`config.mk`:
```
export PLATFORM = sky130hd
export DESIGN_NAME = edge_capture_unit
export DESIGN_NICKNAME = d
export VERILOG_FILES = /design/src/rtl/ecu_pkg.sv /design/src/rtl/ecu_sync.sv /design/src/rtl/ecu_evt_qual.sv /design/src/rtl/ecu_cap_reg.sv /design/src/rtl/edge_capture_unit.sv
export SDC_FILE = /design/constraint.sdc
export NUM_CORES = 1
export LEC_CHECK = 0
export ABC_AREA = 1
export CELL_PAD_IN_SITES_DETAIL_PLACEMENT = 1
export CELL_PAD_IN_SITES_GLOBAL_PLACEMENT = 1
export CORE_ASPECT_RATIO = 0.5
export CORE_UTILIZATION = 29
export DETAILED_ROUTE_END_ITERATION = 12
export GPL_TIMING_DRIVEN = 0
export MAX_ROUTING_LAYER = met4
export PLACE_DENSITY_LB_ADDON = 0.25
export SLEW_MARGIN = 15
export SYNTH_ARGS = -nofsm -noshare
export SYNTH_HDL_FRONTEND = slang
export SYNTH_HIERARCHICAL = 1
export SYNTH_SLANG_ARGS = --single-unit
export TNS_END_PERCENT = 10
```
`constraint.sdc`:
```
create_clock -name clk -period 1.7 [get_ports clk]
set_clock_uncertainty 0.1 [all_clocks]
set_input_delay 0.17 -clock clk [delete_from_list [all_inputs] [get_ports clk]]
set_output_delay 0.17 -clock clk [all_outputs]
set_load 0.02 [all_outputs]
```
`src/rtl/ecu_pkg.sv`:
```
package ecu_pkg;

  typedef enum logic [3:0] {
    ECU_OFF    = 4'b0000,
    ECU_FALL   = 4'b0100,
    ECU_RISE   = 4'b0101,
    ECU_RISE_A = 4'b0110,
    ECU_RISE_B = 4'b0111
  } ecu_mode_e;

endpackage

```
`src/rtl/ecu_sync.sv`:
```
module ecu_sync #(
  parameter int STAGES = 2
) (
  input  logic clk,
  input  logic rst_n,
  input  logic d,
  output logic q
);

  logic [STAGES-1:0] sr_q;
  logic [STAGES-1:0] sr_n;

  always_comb begin
    sr_n = {sr_q[STAGES-2:0], d};
  end

  always_ff @(posedge clk or negedge rst_n) begin
    if (!rst_n) sr_q <= '0;
    else        sr_q <= sr_n;
  end

  assign q = sr_q[STAGES-1];

endmodule

```
`src/rtl/ecu_evt_qual.sv`:
```
module ecu_evt_qual
  import ecu_pkg::*;
#(
  parameter int DIV_A = 4,
  parameter int DIV_B = 16
) (
  input  logic       clk,
  input  logic       rst_n,
  input  logic       en,
  input  logic [3:0] mode,
  input  logic       pin_s,
  output logic       cap_evt
);

  localparam int CNT_W = (DIV_B > 2) ? $clog2(DIV_B) : 1;
  localparam logic [CNT_W-1:0] LIM_A = CNT_W'(DIV_A - 1);
  localparam logic [CNT_W-1:0] LIM_B = CNT_W'(DIV_B - 1);

  logic             pin_d_q;
  logic [3:0]       mode_q;
  logic [CNT_W-1:0] cnt_q, cnt_n;
  logic             rise, fall, sel_edge, mode_chg;
  logic [CNT_W-1:0] lim;

  assign rise     = pin_s & ~pin_d_q;
  assign fall     = ~pin_s & pin_d_q;
  assign mode_chg = (mode != mode_q);

  always_comb begin
    sel_edge = 1'b0;
    lim      = '0;
    case (mode)
      ECU_FALL:   begin sel_edge = fall; lim = '0;    end
      ECU_RISE:   begin sel_edge = rise; lim = '0;    end
      ECU_RISE_A: begin sel_edge = rise; lim = LIM_A; end
      ECU_RISE_B: begin sel_edge = rise; lim = LIM_B; end
      default:    begin sel_edge = 1'b0; lim = '0;    end
    endcase
  end

  always_comb begin
    cnt_n   = cnt_q;
    cap_evt = 1'b0;
    if (mode_chg || (mode == ECU_OFF)) begin
      cnt_n = '0;
    end else if (en && sel_edge) begin
      if (cnt_q == lim) begin
        cap_evt = 1'b1;
        cnt_n   = '0;
      end else begin
        cnt_n = cnt_q + 1'b1;
      end
    end
  end

  always_ff @(posedge clk or negedge rst_n) begin
    if (!rst_n) begin
      pin_d_q <= 1'b0;
      mode_q  <= 4'b0000;
      cnt_q   <= '0;
    end else begin
      pin_d_q <= pin_s;
      mode_q  <= mode;
      cnt_q   <= cnt_n;
    end
  end


  off_clears_cnt_chk: assert property (@(posedge clk) disable iff (!rst_n)
    (mode == ECU_OFF) |=> (cnt_q == '0));


  mode_chg_clears_chk: assert property (@(posedge clk) disable iff (!rst_n)
    (mode != mode_q) |=> (cnt_q == '0));


  en_low_holds_chk: assert property (@(posedge clk) disable iff (!rst_n)
    (!en && mode == mode_q && mode != ECU_OFF) |=> $stable(cnt_q));

endmodule

```
`src/rtl/ecu_cap_reg.sv`:
```
module ecu_cap_reg #(
  parameter int TMR_W = 16
) (
  input  logic             clk,
  input  logic             rst_n,
  input  logic             clear_all,
  input  logic             cap_evt,
  input  logic             flag_clr,
  input  logic [TMR_W-1:0] timer_val,
  output logic [TMR_W-1:0] cap_value,
  output logic             cap_flag
);

  logic [TMR_W-1:0] val_q, val_n;
  logic             flag_q, flag_n;
  logic             val_en;

  always_comb begin
    val_en = clear_all | cap_evt;
    val_n  = clear_all ? '0 : timer_val;
    if (clear_all)     flag_n = 1'b0;
    else if (cap_evt)  flag_n = 1'b1;
    else if (flag_clr) flag_n = 1'b0;
    else               flag_n = flag_q;
  end

  always_ff @(posedge clk or negedge rst_n) begin
    if (!rst_n) begin
      val_q  <= '0;
      flag_q <= 1'b0;
    end else begin
      if (val_en) val_q <= val_n;
      flag_q <= flag_n;
    end
  end

  assign cap_value = val_q;
  assign cap_flag  = flag_q;


  cap_loads_chk: assert property (@(posedge clk) disable iff (!rst_n)
    (cap_evt && !clear_all) |=> (cap_flag && cap_value == $past(timer_val)));


  flag_sticky_chk: assert property (@(posedge clk) disable iff (!rst_n)
    (cap_flag && !flag_clr && !clear_all) |=> cap_flag);


  off_clear_chk: assert property (@(posedge clk) disable iff (!rst_n)
    clear_all |=> (cap_value == '0 && !cap_flag));


  value_hold_chk: assert property (@(posedge clk) disable iff (!rst_n)
    (!cap_evt && !clear_all) |=> $stable(cap_value));

endmodule

```
`src/rtl/edge_capture_unit.sv`:
```
module edge_capture_unit
  import ecu_pkg::*;
#(
  parameter int TMR_W       = 16,
  parameter int SYNC_STAGES = 2,
  parameter int DIV_A       = 4,
  parameter int DIV_B       = 16
) (
  input  logic             clk,
  input  logic             rst_n,
  input  logic             en,
  input  logic [3:0]       mode,
  input  logic [TMR_W-1:0] timer_val,
  input  logic             cap_pin,
  input  logic             flag_clr,
  output logic [TMR_W-1:0] cap_value,
  output logic             cap_flag
);

  logic pin_s;
  logic cap_evt;
  logic off_sel;

  assign off_sel = (mode == ECU_OFF);

  ecu_sync #(.STAGES(SYNC_STAGES)) u_sync (
    .clk   (clk),
    .rst_n (rst_n),
    .d     (cap_pin),
    .q     (pin_s)
  );

  ecu_evt_qual #(.DIV_A(DIV_A), .DIV_B(DIV_B)) u_qual (
    .clk     (clk),
    .rst_n   (rst_n),
    .en      (en),
    .mode    (mode),
    .pin_s   (pin_s),
    .cap_evt (cap_evt)
  );

  ecu_cap_reg #(.TMR_W(TMR_W)) u_reg (
    .clk       (clk),
    .rst_n     (rst_n),
    .clear_all (off_sel),
    .cap_evt   (cap_evt),
    .flag_clr  (flag_clr),
    .timer_val (timer_val),
    .cap_value (cap_value),
    .cap_flag  (cap_flag)
  );


  bad_mode_quiet_chk: assert property (@(posedge clk) disable iff (!rst_n)
    (mode[3] || mode[3:2] == 2'b00) |-> !cap_evt);

endmodule

```
==> impl_metrics.csv <==
group,metric,value,unit
synthesis,ys_seq_area_share,53.2,%
grt,grt_pass1_vias,1228,
die,rows,16,
timing,fmax,596,MHz
run_status,outcome,"finished, final reports clean",
die,coreArea,4120,um2
power_and_ir_drop,cellPowerDensity,673,nW/um2
critical_path,worstRegToRegCells,12,
worst_hold_path,min_path_type,"primary input to flop",
route,drt_iter0_drc,30,
power_and_ir_drop,p_leak,1.01,nW
die,io_pins,42,
clocking,cts_buffers,3,
clocking,cts_tree,"built",
clocking,cts.sinks,28,
critical_path,cp.arrival,1.75,ns
clocking,cts_buffer_depth,2,
critical_path,cp_max_fo,7,
finish,seqCellArea,701,um2
power_and_ir_drop,p_seq_share,53.5,%
synthesis,ys_types,18,
route,routed_wl,3250,um
synthesis,syn_inst,161,
flow_run,drv_cap,0,
power_and_ir_drop,switching_power,0.312,mW
route,post-route-drc-count,0,
critical_path,critPathKind,"flop to flop",
clocking,root_buffer,"clkbuf_8",
finish,layout.nets,242,
synthesis,syn_nets,187,
die,initial_core_util,31.9,%
finish,fillers,516,
finish,num_antenna_cells,0,
die,die-width,97.3,um
grt,gr-total-overflow,0,
synthesis,synth.avg_cell_area,8.18,um2
grt,gr-usage-all-layers,15.0,%
critical_path,cp.required,1.77,ns
die,die_y,49.7,um
synthesis,syn_area,1320,um2
clocking,clk_latency,0.27,ns
timing,finalCritPeriodShare,98.6,%
placement,io_buffers,41,
finish,multi_input_area,522,um2
route,firstDrtPassIters,3,
route,viasPerCell,4.39,
placement,gp_congestion,0.767,
route,drtAntennaViolNets,0,
route,vias,1180,
timing,finalMaxSlewViolations,0,
synthesis,synth_warnings,6,
worst_hold_path,worstHoldPathCells,1,
timing,finalSetupViolCount,0,
power_and_ir_drop,internal_power,0.995,mW
route,post_drt_wl_per_cell,12.1,um
synthesis,synth_seq_cells,28,
clocking,htreeDepth,1,
clocking,path_clk_slew,0.09,ns
timing,hold_viol,0,
timing,hold_slack,0.0106,ns
critical_path,end_kind,"flop",
timing,slew_headroom,57.5,%
grt,grt_pass1_wl,5590,um
power_and_ir_drop,sw_frac_of_total,23.9,%
timing,tightest_slew,0.638,ns
placement,dpl.hpwl,2360,um
power_and_ir_drop,clockPowerShare,31.4,%
power_and_ir_drop,report.power.total,1.31,mW
finish,syn_to_final_growth,47.5,%
die,die-area,4830,um2
grt,grt_max_degree,29,
timing,period_minus_slack,1.68,ns
power_and_ir_drop,vdd_drop_max,264,uV
power_and_ir_drop,pwr-share-comb,15.1,%
grt,antenna_found_initial,0,
critical_path,cp-start-kind,"flop",
finish,drive_gt1_share,15.3,%
timing,grt_setup_unrepaired,"yes",
state kept, by name, indices dropped and copies added (netlist names):
register / count
u_reg/cap_value: 16
u_reg/cap_flag: 1
u_qual/mode_q: 4
u_qual/pin_d_q: 1
u_qual/cnt_q: 4
u_sync/sr_q: 2
path summary, 6_finish.rpt:
kind / startpoint / end / slack [ns]
min in group asynchronous: rst_n / u_reg/cap_value[3] / 0.34
hold / removal: mode[3] / u_qual/mode_q[3] / 0.01
setup / recovery: u_qual/mode_q[1] / u_reg/cap_value[9] / 0.02
max in group asynchronous: rst_n / u_reg/cap_value[11] / 0.74
hold reg to reg: u_sync/sr_q[0] / u_sync/sr_q[1] / 0.27
setup reg to reg: u_qual/mode_q[1] / u_reg/cap_value[9] / 0.02
placed cells by master (no fill, tap or decap):
cell,instances
dlygate4sd3_1,1
dfrtp_1,28
nand3_1,21
clkbuf_8,4
nand4_1,2
nand3b_1,1
nor3_2,1
o21ai_1,1
dlygate4sd2_1,3
o21ai_0,2
nor2_1,8
ha_1,1
nor2_2,2
buf_2,1
nand2_1,59
a21oi_1,1
dlymetal6s2s_1,1
nand2_2,5
inv_1,15
nor2_4,2
buf_6,6
clkdlybuf4s50_1,36
nand3_2,1
buf_4,6
xor2_1,2
a21oi_2,1
inv_2,4
Yosys cell counts, drive strengths merged:
| cell type | n | share of area [%] |
|---|---|---|
| nand3 | 22 | 8.7 |
| ha | 1 | 0.95 |
| nor3 | 1 | 0.76 |
| inv | 19 | 5.4 |
| a21oi | 2 | 1.0 |
| nand4 | 2 | 0.95 |
| buf | 4 | 3.1 |
| dfrtp | 28 | 53 |
| nand2 | 64 | 18 |
| nand3b | 1 | 0.57 |
| o21ai | 3 | 1.1 |
| nor2 | 12 | 4.6 |
| xor2 | 2 | 1.3 |
logic make-up after synthesis:
family | after synthesis | share of synthesized area, %
buffers and inverters | 23 | 8.55
adder cells (fa/ha/maj) | 1 | 0.950
XOR/XNOR | 2 | 1.33
flip-flops | 28 | 53.2
AND/OR/NAND/NOR | 102 | 33.8
AO/OA/AOI/OAI | 5 | 2.18
layer usage:
layer  vias to the layer above  global-route usage [%]  part of all wire, %
li1                        607                       -                    -
met1                       550                    18.2                   47
met2                        21                    25.7                   49
met3                         2                    3.40                  3.4
met4                         0                    3.68                 0.43
met5                         -                       -                    0
layout make-up:
cell class / instances / area share [%]
buffer: 4 / 2.32
multi-input combinational: 110 / 26.9
clock buffer: 4 / 2.83
timing repair buffer: 50 / 24.8
tap: 54 / 3.48
sequential: 28 / 36.1
inverter: 19 / 3.67
power groups by stage:
stage	logic [mW]	clock network, mW	registers [mW]
after floorplan	0.0539	0	0.728
after global placement	0.185	0	0.712
after detailed placement	0.188	0	0.712
after CTS	0.196	0.427	0.700
after global routing	0.218	0.454	0.703
final	0.197	0.410	0.700
through the flow:
step | util [%] | setup slack (ns) | TNS (ns) | cell area [um2] | instances
after floorplan | - | 0.122 | 0 | 1320 | 161
after global placement | 43.5 | -0.568 | -12.47 | 1800 | 256
after detailed placement | 43.4 | -0.612 | -9.62 | 1790 | 256
after CTS | 46.2 | -0.0525 | -0.622 | 1910 | 267
after global routing | 47.1 | -0.0936 | -1.28 | 1940 | 269
final | 47.1 | 0.0231 | 0 | 1940 | 269
critical path, stage by stage, from the launching register on:
cell     delay (ns)
dfrtp_1        0.39
nand2_1        0.06
nand2_1        0.06
nor2_2         0.13
nand2_2        0.07
nor2_4         0.09
inv_2          0.05
nor3_2         0.17
buf_6          0.14
nor2_4         0.06
buf_6          0.15
nand2_1        0.06
nand2_1        0.04
timing repair:
action | 4_1_cts | 5_1_grt
cloned | 1 | 0
setup buffers | 5 | 2
pin swaps | 7 | 6
endpoints found under the hold margin | 28 | 0
resized for setup | 7 | 10
hold buffers | 1 | 0
setup endpoints to repair | 17 | 17
Note: power is estimated with default switching activity, not from simulation.
